**config.mk**
```make
export PLATFORM = sky130hd
export DESIGN_NAME = pwr_rst_ctrl
export DESIGN_NICKNAME = d
export VERILOG_FILES = /design/src/rtl/pr_pkg.sv /design/src/rtl/pr_sync.sv /design/src/rtl/pr_mcycle.sv /design/src/rtl/pr_rst_qual.sv /design/src/rtl/pr_mode_fsm.sv /design/src/rtl/pwr_rst_ctrl.sv
export SDC_FILE = /design/constraint.sdc
export NUM_CORES = 1
export LEC_CHECK = 0
export BUFFER_PORTS_ARGS = -buffer_cell sky130_fd_sc_hd__buf_2
export CORE_ASPECT_RATIO = 0.75
export CORE_MARGIN = 2
export CORE_UTILIZATION = 55
export CTS_BUF_LIST = sky130_fd_sc_hd__clkbuf_4 sky130_fd_sc_hd__clkbuf_8
export DETAILED_ROUTE_END_ITERATION = 10
export GPL_TIMING_DRIVEN = 0
export PLACE_DENSITY = 0.8
export SLEW_MARGIN = 30
export SYNTH_ARGS = -nofsm -noshare
export SYNTH_HDL_FRONTEND = slang
export SYNTH_SLANG_ARGS = --single-unit
```
**constraint.sdc**
```tcl
create_clock -name clk_i -period 4.3 [get_ports clk_i]
set_input_delay 0.215 -clock clk_i [delete_from_list [all_inputs] [get_ports clk_i]]
set_output_delay 0.215 -clock clk_i [all_outputs]
set_load 0.02 [all_outputs]
```
**src/rtl/pr_pkg.sv**
```systemverilog
`timescale 1ns/1ps
package pr_pkg;
  typedef enum logic [1:0] {
    MODE_RUN  = 2'd0,
    MODE_IDLE = 2'd1,
    MODE_PD   = 2'd2,
    MODE_STAB = 2'd3
  } pr_mode_e;
endpackage

```
**src/rtl/pr_sync.sv**
```systemverilog
`timescale 1ns/1ps
module pr_sync #(
  parameter int STAGES = 2
) (
  input  logic clk_i,
  input  logic rst_ni,
  input  logic d_i,
  output logic q_o
);
  logic [STAGES-1:0] chain_q;

  for (genvar g = 0; g < STAGES; g++) begin : g_stage
    if (g == 0) begin : g_first
      always_ff @(posedge clk_i or negedge rst_ni)
        if (!rst_ni) chain_q[g] <= 1'b0;
        else         chain_q[g] <= d_i;
    end else begin : g_next
      always_ff @(posedge clk_i or negedge rst_ni)
        if (!rst_ni) chain_q[g] <= 1'b0;
        else         chain_q[g] <= chain_q[g-1];
    end
  end

  assign q_o = chain_q[STAGES-1];
endmodule

```
**src/rtl/pr_mcycle.sv**
```systemverilog
`timescale 1ns/1ps
module pr_mcycle #(
  parameter int OSC_PER_MC = 12
) (
  input  logic clk_i,
  input  logic rst_ni,
  input  logic run_i,
  output logic stb_o
);
  localparam int HALF = OSC_PER_MC / 2;
  localparam int PW   = (HALF > 1) ? $clog2(HALF) : 1;
  localparam logic [PW-1:0] LAST = PW'(HALF - 1);

  logic          div_q;
  logic [PW-1:0] ph_q;

  // divide-by-two phase makes input duty cycle irrelevant
  always_ff @(posedge clk_i or negedge rst_ni) begin
    if (!rst_ni) begin
      div_q <= 1'b0;
      ph_q  <= '0;
    end else if (run_i) begin
      div_q <= ~div_q;
      if (div_q) ph_q <= (ph_q == LAST) ? '0 : ph_q + 1'b1;
    end
  end

  assign stb_o = run_i & div_q & (ph_q == LAST);
endmodule

```
**src/rtl/pr_rst_qual.sv**
```systemverilog
`timescale 1ns/1ps
module pr_rst_qual #(
  parameter int LIMIT = 24
) (
  input  logic clk_i,
  input  logic rst_ni,
  input  logic run_i,
  input  logic pin_i,
  output logic done_o
);
  localparam int CW = $clog2(LIMIT + 1);
  localparam logic [CW-1:0] LIM = CW'(LIMIT);

  logic [CW-1:0] cnt_q;

  always_ff @(posedge clk_i or negedge rst_ni) begin
    if (!rst_ni)                        cnt_q <= '0;
    else if (!pin_i)                    cnt_q <= '0;
    else if (run_i && (cnt_q != LIM))   cnt_q <= cnt_q + 1'b1;
  end

  assign done_o = (cnt_q == LIM);
endmodule

```
**src/rtl/pr_mode_fsm.sv**
```systemverilog
`timescale 1ns/1ps
module pr_mode_fsm
  import pr_pkg::*;
#(
  parameter int STAB_CLKS = 64
) (
  input  logic     clk_i,
  input  logic     rst_ni,
  input  logic     rst_sync_i,
  input  logic     idle_req_i,
  input  logic     pd_req_i,
  input  logic     wake_i,
  output pr_mode_e mode_o,
  output logic     inh_o
);
  localparam int SW = (STAB_CLKS > 1) ? $clog2(STAB_CLKS) : 1;
  localparam logic [SW-1:0] STAB_LAST = SW'(STAB_CLKS - 1);

  pr_mode_e      mode_q, mode_d;
  logic [SW-1:0] stab_q, stab_d;
  logic          inh_q, inh_d;

  always_comb begin
    mode_d = mode_q;
    stab_d = stab_q;
    inh_d  = inh_q & rst_sync_i;
    unique case (mode_q)
      MODE_RUN: begin
        if (!rst_sync_i) begin
          if (pd_req_i)        mode_d = MODE_PD;
          else if (idle_req_i) mode_d = MODE_IDLE;
        end
      end
      MODE_IDLE: begin
        if (rst_sync_i) begin
          mode_d = MODE_RUN;
          inh_d  = 1'b1;
        end else if (wake_i) begin
          mode_d = MODE_RUN;
        end
      end
      MODE_PD: begin
        if (rst_sync_i) begin
          mode_d = MODE_STAB;
          stab_d = '0;
        end
      end
      MODE_STAB: begin
        if (stab_q == STAB_LAST) mode_d = MODE_RUN;
        else                     stab_d = stab_q + 1'b1;
      end
      default: mode_d = MODE_RUN;
    endcase
  end

  always_ff @(posedge clk_i or negedge rst_ni) begin
    if (!rst_ni) begin
      mode_q <= MODE_RUN;
      stab_q <= '0;
      inh_q  <= 1'b0;
    end else begin
      mode_q <= mode_d;
      stab_q <= stab_d;
      inh_q  <= inh_d;
    end
  end

  assign mode_o = mode_q;
  assign inh_o  = inh_q;
endmodule

```
**src/rtl/pwr_rst_ctrl.sv**
```systemverilog
`timescale 1ns/1ps
module pwr_rst_ctrl
  import pr_pkg::*;
#(
  parameter int OSC_PER_MC  = 12,
  parameter int QUAL_MC     = 2,
  parameter int SYNC_STAGES = 2,
  parameter int STAB_CLKS   = 64
) (
  input  logic clk_i,
  input  logic rst_ni,
  input  logic rst_pin_i,
  input  logic idle_req_i,
  input  logic pd_req_i,
  input  logic wake_irq_i,
  output logic mc_stb_o,
  output logic cpu_clk_en_o,
  output logic per_clk_en_o,
  output logic osc_en_o,
  output logic core_rst_o,
  output logic port_ones_o,
  output logic ram_wr_inhibit_o
);
  localparam int QUAL_CLKS = QUAL_MC * OSC_PER_MC;

  logic     rst_sync;
  logic     qual_done;
  logic     osc_run;
  logic     inh;
  pr_mode_e mode;

  pr_sync #(.STAGES(SYNC_STAGES)) u_sync (
    .clk_i (clk_i),
    .rst_ni(rst_ni),
    .d_i   (rst_pin_i),
    .q_o   (rst_sync)
  );

  pr_mcycle #(.OSC_PER_MC(OSC_PER_MC)) u_mcycle (
    .clk_i (clk_i),
    .rst_ni(rst_ni),
    .run_i (osc_run),
    .stb_o (mc_stb_o)
  );

  pr_rst_qual #(.LIMIT(QUAL_CLKS)) u_qual (
    .clk_i (clk_i),
    .rst_ni(rst_ni),
    .run_i (osc_run),
    .pin_i (rst_sync),
    .done_o(qual_done)
  );

  pr_mode_fsm #(.STAB_CLKS(STAB_CLKS)) u_fsm (
    .clk_i     (clk_i),
    .rst_ni    (rst_ni),
    .rst_sync_i(rst_sync),
    .idle_req_i(idle_req_i),
    .pd_req_i  (pd_req_i),
    .wake_i    (wake_irq_i),
    .mode_o    (mode),
    .inh_o     (inh)
  );

  assign osc_run          = (mode != MODE_PD);
  assign osc_en_o         = osc_run;
  assign cpu_clk_en_o     = (mode == MODE_RUN);
  assign per_clk_en_o     = (mode == MODE_RUN) || (mode == MODE_IDLE);
  assign core_rst_o       = qual_done || (mode == MODE_STAB);
  // ports go high on the raw pin, ahead of qualification
  assign port_ones_o      = rst_pin_i | core_rst_o;
  assign ram_wr_inhibit_o = inh | core_rst_o;
endmodule

```
==> results of run 1 <==
how the worst min path moves through the flow:
stage                              to  slack, ps  cells after the start
global placement      u_qual.cnt_q[1]        180                      1
floorplan                 u_fsm.inh_o        -80                      0
global route        u_sync.chain_q[0]         10                      1
finish              u_sync.chain_q[0]         20                      1
CTS                 u_sync.chain_q[0]         20                      1
detailed placement    u_qual.cnt_q[1]        190                      1
through the flow:
| stage | setup WS, ps | cells | utilization, % | area (µm²) | total power [mW] |
|---|---|---|---|---|---|
| 2_1_floorplan | 2519 | 109 | - | 1055 | 0.5093 |
| 3_3_place_gp | 2720 | 143 | 64.43 | 1142 | 0.5642 |
| 3_5_place_dp | 2657 | 143 | 64.43 | 1142 | 0.5855 |
| 4_1_cts | 2309 | 147 | 66.27 | 1175 | 0.6741 |
| 5_1_grt | 2199 | 147 | 66.27 | 1175 | 0.7268 |
| 6_report | 2340 | 147 | 66.27 | 1175 | 0.6705 |
registers in the layout, indices dropped and copies added (netlist names):
name / cells
u_fsm.stab_q: 6
u_qual.cnt_q: 5
u_mcycle.ph_q: 3
u_fsm.mode_o: 2
u_fsm.inh_o: 1
u_mcycle.div_q: 1
u_sync.chain_q: 1
u_sync.q_o: 1
cell families after synthesis:
kind of cell	count (synthesis)	share of synthesized area, %
XOR/XNOR	2	1.661
AND/OR/NAND/NOR	42	22.77
buffers and inverters	13	6.049
flip-flops	20	47.45
AO/OA/AOI/OAI	26	15.42
adder cells (fa/ha/maj)	3	3.559
multiplexers	3	3.084
critical path, cell delays in order (launching register included):
cell	delay (ps)
dfrtp_1	390
buf_6	130
nor2b_4	120
buf_6	130
inv_2	130
nand3_1	160
nor3b_1	190
buf_2	190
power by group through the flow:
| stage | Combinational, mW | Clock, mW | Sequential, mW |
|---|---|---|---|
| 2_1_floorplan | 0.213 | 0 | 0.296 |
| 3_3_place_gp | 0.259 | 0 | 0.305 |
| 3_5_place_dp | 0.276 | 0 | 0.310 |
| 4_1_cts | 0.277 | 0.0907 | 0.306 |
| 5_1_grt | 0.312 | 0.0986 | 0.316 |
| 6_report | 0.276 | 0.0880 | 0.307 |
cell type report:
| type | count | area (µm²) |
|---|---|---|
| inverter | 10 | 37.54 |
| tap | 22 | 27.53 |
| clock buffer | 3 | 22.52 |
| multi-input combinational | 76 | 490.5 |
| fill | 148 | 598.1 |
| timing repair buffer | 13 | 70.07 |
| buffer | 3 | 26.28 |
| sequential | 20 | 500.5 |
metal layers:
| layer | wire length, µm | global-route usage, % | vias up | share of wire, % |
|---|---|---|---|---|
| met5 | 0 | 0 | - | 0 |
| met1 | 1010 | 30.84 | 420 | 48 |
| met4 | 19 | 6.000 | 0 | 0.90 |
| met2 | 973 | 33.25 | 24 | 46 |
| li1 | - | - | 435 | - |
| met3 | 98 | 7.554 | 2 | 4.7 |
placed cells by master, fill, tap and decap left out, types with 3 or more instances in the layout:
cell type	n
dfrtp_1	20
buf_2	12
a21oi_1	10
inv_1	9
nand2_1	9
nand3_1	5
o21ai_0	5
nor2_1	4
and2_1	4
nand4_1	4
o211ai_1	3
ha_1	3
clkbuf_4	3
repair_timing:
| item | CTS | global route |
|---|---|---|
| hold buffers | 1 | 0 |
| endpoints found under the hold margin | 20 | 0 |
| setup buffers | 0 | 0 |
==> reports/results.ini, run 1 <==
[synth]
yosysSeqAreaShare_pct=47.45
yosysWarnings=0
synth.area.top_cells=dfrtp_1, a21oi_1, ha_1
syn_nets=118
synth_ff_type=dfrtp_1
yosysMostFrequentCell=dfrtp_1
yosys_register_bits=20
synth_commonest_cells=dfrtp_1, a21oi_1, inv_1, nand2_1
synth_top_area_share_pct=47.45
netlist-cell-type-count=35
synth_cells=109
postSynth.asyncResetShare_pct=100.0
synth.avg_cell_area_um2=9.677
synth_top_area_cell=dfrtp_1
syn_area_um2=1055
synth-edff-count=0

[clock_tree]
cts_max_level=1
cts.sinks=20
clkLatencyLatePin_ps=300
cts_buffers=3
clk_path_buf_depth=2
clkSlewWorstSetupHoldPaths_ps=110
cts_resized=0
root_buffer=clkbuf_4
cts_tree=yes

[pwr]
p_leak_nw=0.5132
p_switching_mw=0.2687
clkPwrFrac_pct=13.1
p_per_area_nw_per_um2=570.7
internal_power_mw=0.4018
switching_share_pct=40.07
pwr-share-comb_pct=41.1
worst_ir_drop_vdd_mv=0.3623
sequentialPowerShare_pct=45.8

[die]
core-area_um2=1773
rows=13
fp.dieArea_um2=2288
io_pins=13
start_util_pct=59.49
die_height_um=41.93
die_x_um=54.57

[critical_path]
critPathArrivalTime_ps=1740
worstSetupStartpoint=u_fsm.mode_o[1]
crit_type=flip-flop to primary output
endpoint=mc_stb_o
timing.rr.start=u_fsm.stab_q[0]
regToRegSetupSlack_ps=2710
crit_path_end_kind=primary output
worstPathRequired_ps=4090
critPathLaunchType=flip-flop
cp_max_fo=9
r2r_cells=4
timing.rr.end=u_fsm.stab_q[1]

[timing]
fin_crit_sh_pct=45.57
rsz0062_at_grt=false
slew_headroom_pct=61.83
hold_slack_ps=23.59
fin_setup_tns_ps=0
hold_viol_final=0
fmax_ghz=0.5103
finalClockSkew_ps=4.549
setup_viol=0
fin_crit_ps=1960
finalMaxSlewViolations=0
worst_pin_slew_ps=568.2

[grt]
track_usage_pct=22.33
grt_pass1_vias=806
antenna_found_initial=0
overflow=0
grt_pass1_wl_um=3608
grt_max_degree=21

[final_layout]
diodes=0
drive_gt1_share_pct=19.20
num-nets-final=136
area_growth_pct=11.39

[drt]
drcViolationCount=0
routedWlPerCell_um=14.29
drtIter0Drc=30
drt-pass1-iter-count=4
vias=881
viasPerCell=5.993
ant_nets=0
wirelength_um=2101

[placement]
gp_congestion=0.9100
numPortBuffers=12
dp.final_hpwl_um=1539

[min_path]
min_from=rst_pin_i
hold_class=input port to flip-flop

[run_status]
status=complete, no violations

[flow_run]
drv_cap=0

Power figures use the tool's default switching activity.
==> inputs of run 2 (changes only) <==
==> constraint.sdc (replaced) <==
create_clock -name clk_i -period 2.05 [get_ports clk_i]
set_input_delay 0.1025 -clock clk_i [delete_from_list [all_inputs] [get_ports clk_i]]
set_output_delay 0.1025 -clock clk_i [all_outputs]
set_load 0.02 [all_outputs]
==> run 2 against run 1 <==
Net effect: sequential share of layout area shrank 0.36 points; core utilization up 0.56 points; global-route usage grew 0.15 points; first-iteration DRC count is 3.3% higher; design area up 0.85%; clock skew rose by 2.3 ps; total power grew 110%; critical endpoint unchanged.
==> reports/results.ini, run 2 (synthesis gave the netlist of run 1 again) <==
[run_status]
status=complete, no violations

[placement]
dp.final_hpwl_um=1539
place_area_um2=1142
numPortBuffers=12
pre_cts_slack_ps=519.8
dp.cells=143
gp_congestion=0.9100

[critical_path]
crit_top_cell=buf_6
cp_top_family=buffers and inverters
critPathArrivalTime_ps=1750
r2r_cells=4
slowest_delay_ps=390
path_buf_inv=4
worst-path-stages=7
cp_max_fo=9
worstPathRequired_ps=1950
regToRegSetupSlack_ps=460
crit_type=flip-flop to primary output
crit_path_top_delay_cell=dfrtp_1
crit_path_end_kind=primary output
critPathLaunchType=flip-flop
path_cells=buf_6 > nor2b_4 > buf_6 > inv_2 > nand3_1 > nor3b_1 > buf_2

[drt]
vias=886
viasPerCell=5.986
drcViolationCount=0
drtIter0Drc=31
wirelength_um=2108
routedWlPerCell_um=14.24
ant_nets=0
drt-pass1-iter-count=4

[clock_tree]
cts_max_level=1
cts_setup_buffers=0
clk_path_buf_depth=2
cts.sinks=20
cts_buffers=3
clkSlewWorstSetupHoldPaths_ps=110
clkLatencyLatePin_ps=300
cts_tree=yes
root_buffer=clkbuf_4

[min_path]
holdPathStages=3
hold_class=input port to flip-flop

[timing]
setup_viol=0
rsz0062_at_grt=false
fmax_ghz=0.5397
slew_headroom_pct=61.51
finalMaxSlewViolations=0
finalClockSkew_ps=6.847
layout_setup_ws_ps=197.3
fin_crit_ps=1853
fin_crit_sh_pct=90.38
fin_setup_tns_ps=0
hold_slack_ps=97.51
hold_viol_final=0
worst_pin_slew_ps=572.9

[die]
io_pins=13
fp.dieArea_um2=2288
start_util_pct=59.49
die_height_um=41.93
rows=13
core-area_um2=1773
die_x_um=54.57

[pwr]
power.total_mw=1.409
p_leak_nw=0.5174
p_per_area_nw_per_um2=1189
worst_ir_drop_vdd_mv=0.7643

[final_layout]
fillers=147
diodes=0
top_regs=u_fsm.stab_q: 6 flops, u_qual.cnt_q: 5 flops, u_mcycle.ph_q: 3 flops
largest-register=u_fsm.stab_q
design_area_um2=1185
num-nets-final=137
layout_common_cells=dfrtp_1, buf_2, a21oi_1
drive_gt1_share_pct=19.05
area_growth_pct=12.34
largest_reg_flops=6
mostFrequentLayoutCell=dfrtp_1
final_cells=148
fin_util_pct=66.83

[grt]
overflow=0
grt_max_degree=21
track_usage_pct=22.48
grt_pass1_vias=818
grt_pass1_wl_um=3629
antenna_found_initial=0

[flow_run]
drv_cap=0

[run 2: final cells by class]
type | count | area [µm²] | area share, %
Multi-Input combinational cell | 76 | 490.5 | 41.39
Sequential cell | 20 | 500.5 | 42.24
Tap cell | 22 | 27.53 | 2.323
Buffer | 3 | 26.28 | 2.218
Clock buffer | 3 | 22.52 | 1.901
Inverter | 10 | 37.54 | 3.168
Timing Repair Buffer | 14 | 80.08 | 6.758
[run 2: routing by layer]
metal / wire length, µm / part of all wire, % / track usage (%)
met3: 103 / 4.9 / 7.554
met4: 19 / 0.90 / 6.000
met1: 1002 / 48 / 30.84
met2: 983 / 47 / 33.73
met5: 0 / 0 / 0
[run 2: worst paths after layout]
| kind | from | end |
|---|---|---|
| worst min-delay path | pd_req_i | u_fsm.mode_o[1] |
| min in group asynchronous | rst_ni | u_qual.cnt_q[1] |
| worst min register to register | u_sync.chain_q[0] | u_sync.q_o |
| worst max register to register | u_fsm.stab_q[0] | u_fsm.stab_q[1] |
| worst max-delay path | u_fsm.mode_o[1] | mc_stb_o |
| max in group asynchronous | rst_ni | u_mcycle.ph_q[0] |
[run 2: tightest hold or removal path, cell delays in order]
cell     delay [ps]
buf_2           100
a21oi_1         110
a21oi_1          50
[run 2: power by group]
| group | internal, mW | switching [mW] |
|---|---|---|
| Combinational | 0.255 | 0.323 |
| Clock | 0.0686 | 0.119 |
| Sequential | 0.520 | 0.124 |
| Total | 0.844 | 0.565 |
[run 2: what timing repair did]
item	4_1_cts	5_1_grt
hold endpoints to repair	21	0
hold buffers	2	0
gates resized for setup	0	0
==> inputs of run 3 (changes only) <==
--- a/config.mk
+++ b/config.mk
@@ -16,4 +16,5 @@
 export SLEW_MARGIN = 30
 export SYNTH_ARGS = -nofsm -noshare
 export SYNTH_HDL_FRONTEND = slang
+export SYNTH_HIERARCHICAL = 1
 export SYNTH_SLANG_ARGS = --single-unit
==> run 3 against run 2 <==
Net effect: clock power shrank 6%; design area stayed put; routed wire length rose by 0.62%; final cell count fell by 4.1%; total power increased by 7.0%; core utilization unchanged; count of clock-buffer cells in the layout unchanged; critical path type unchanged.
==> reports/results.ini, run 3 <==
[drt]
ant_nets=0
viasPerCell=6.056
wirelength_um=2121
vias=860
drcViolationCount=0
drtIter0Drc=20
routedWlPerCell_um=14.94
drt-pass1-iter-count=4

[synth]
synth.avg_cell_area_um2=10.24
synth_top_area_share_pct=47.45
yosysWarnings=6
syn_nets=112
yosysSeqAreaShare_pct=47.45
netlist-cell-type-count=40
synth-edff-count=0
syn_area_um2=1055
synth_commonest_cells=dfrtp_1, nand2_1, a21oi_1
synth_ff_type=dfrtp_1
synth_top_area_cell=dfrtp_1
yosys_register_bits=20
synth_cells=103
synth.area.top_cells=dfrtp_1, nand2_1, ha_1
yosysMostFrequentCell=dfrtp_1
postSynth.asyncResetShare_pct=100.0

[die]
core-area_um2=1773
die_x_um=54.57
start_util_pct=59.49
io_pins=13
rows=13
fp.dieArea_um2=2288
die_height_um=41.93

[pwr]
switching_share_pct=40.39
internal_power_mw=0.8990
clkPwrFrac_pct=11.7
p_per_area_nw_per_um2=1273
worst_ir_drop_vdd_mv=0.8341
power.total_mw=1.508
p_switching_mw=0.6092
p_leak_nw=0.5449
pwr-share-comb_pct=42.3
sequentialPowerShare_pct=46.0

[placement]
gp_congestion=0.8016
dp.final_hpwl_um=1574
numPortBuffers=12

[timing]
worst_pin_slew_ps=459.8
finalClockSkew_ps=5.243
setup_viol=0
hold_slack_ps=113.1
hold_viol_final=0
fmax_ghz=0.5482
fin_crit_sh_pct=88.98
slew_headroom_pct=69.35
rsz0062_at_grt=false
fin_setup_tns_ps=0
fin_crit_ps=1824
finalMaxSlewViolations=0

[critical_path]
critPathArrivalTime_ps=1720
worstPathRequired_ps=1950
timing.rr.start=u_fsm/stab_q[0]
crit_type=flip-flop to primary output
crit_path_end_kind=primary output
worstSetupStartpoint=u_fsm/mode_o[0]
critPathLaunchType=flip-flop
cp_max_fo=13

[clock_tree]
clk_path_buf_depth=2
clkSlewWorstSetupHoldPaths_ps=100
cts.sinks=20
root_buffer=clkbuf_4
cts_resized=0
cts_tree=yes
cts_max_level=1
clkLatencyLatePin_ps=290
cts_buffers=3

[final_layout]
fillers=137
diodes=0
fin_util_pct=66.83
mostFrequentLayoutCell=dfrtp_1
largest-register=u_fsm/stab_q
area_growth_pct=12.34
drive_gt1_share_pct=20.00
layout_common_cells=dfrtp_1, buf_2, nand2_1
largest_reg_flops=6
top_regs=u_fsm/stab_q: 6 flops, u_qual/cnt_q: 5 flops, u_mcycle/ph_q: 3 flops
num-nets-final=131

[flow_run]
drv_cap=0

[grt]
grt_pass1_vias=799
grt_max_degree=21
grtUsageMet1_pct=29.53
track_usage_pct=21.49
grt_busiest_layer=met2
use_met2_pct=33.25
grt_pass1_wl_um=3546
antenna_found_initial=0
overflow=0
use_met3_pct=6.475

[min_path]
hold_class=input port to flip-flop
min_from=pd_req_i

[run_status]
status=complete, no violations

run 3: cell count changes after synthesis, moves of 3 or more:
cell / previous run / this run
inv_1: 9 / 3
a21oi_1: 10 / 5
nand2_1: 9 / 12
o21ai_0: 5 / 2
run 3: cell type report:
type	count	area (µm²)	area share, %
repair buffers	14	80.08	6.758
clock buffers	3	22.52	1.901
plain buffers	2	10.01	0.8448
inverters	3	11.26	0.9504
multi-input cells	78	533.0	44.98
well taps	22	27.53	2.323
flip-flops and latches	20	500.5	42.24
run 3: per-layer routing:
layer / part of all wire (%) / vias up
li1: - / 408
met1: 46 / 414
met2: 47 / 36
met3: 6.0 / 2
met4: 0.90 / 0
met5: 0 / -
run 3: cells by family after synthesis:
| family | after synthesis | synth area share [%] |
|---|---|---|
| AND/OR/NAND/NOR | 45 | 24.79 |
| AO/OA/AOI/OAI | 22 | 14.83 |
| flip-flops | 20 | 47.45 |
| buffers and inverters | 5 | 2.017 |
| XOR/XNOR | 4 | 3.322 |
| multiplexers | 4 | 4.033 |
| adder cells (fa/ha/maj) | 3 | 3.559 |
run 3: repair_timing:
action | CTS | global route
buffers inserted | 0 | 0
setup endpoints to repair | 0 | 0
hold buffers | 2 | 0
endpoints found under the hold margin | 21 | 0
run 3: power by group through the flow:
stage | Combinational (mW) | Clock (mW) | Sequential, mW
global placement | 0.595 | 0 | 0.693
global route | 0.719 | 0.197 | 0.721
CTS | 0.640 | 0.185 | 0.692
finish | 0.638 | 0.176 | 0.694
floorplan | 0.492 | 0 | 0.660
detailed placement | 0.634 | 0 | 0.699
run 3: worst paths after layout:
path	to	slack [ps]	depth (start not counted)
setup / recovery	mc_stb_o	230	4
hold / removal	u_fsm/mode_o[1]	110	3
setup reg to reg	u_fsm/stab_q[1]	480	4
hold reg to reg	u_sync/q_o	380	0
max in group asynchronous	u_fsm/stab_q[4]	1450	2
min in group asynchronous	u_mcycle/ph_q[1]	280	2
run 3: worst max-delay path, stage by stage, from the launching register on:
cell and delay, ps:
dfrtp_1 550, nand2b_1 360, nand3_2 150, nor3b_1 180
buf_2 190
run 3: metrics by stage:
stage          area, µm²  setup slack [ps]  instances
3_3_place_gp        1142             540.6        137
4_1_cts             1185             216.1        142
6_report            1185             225.9        142
5_1_grt             1185             76.21        142
3_5_place_dp        1142             514.5        137
2_1_floorplan       1055             403.0        103
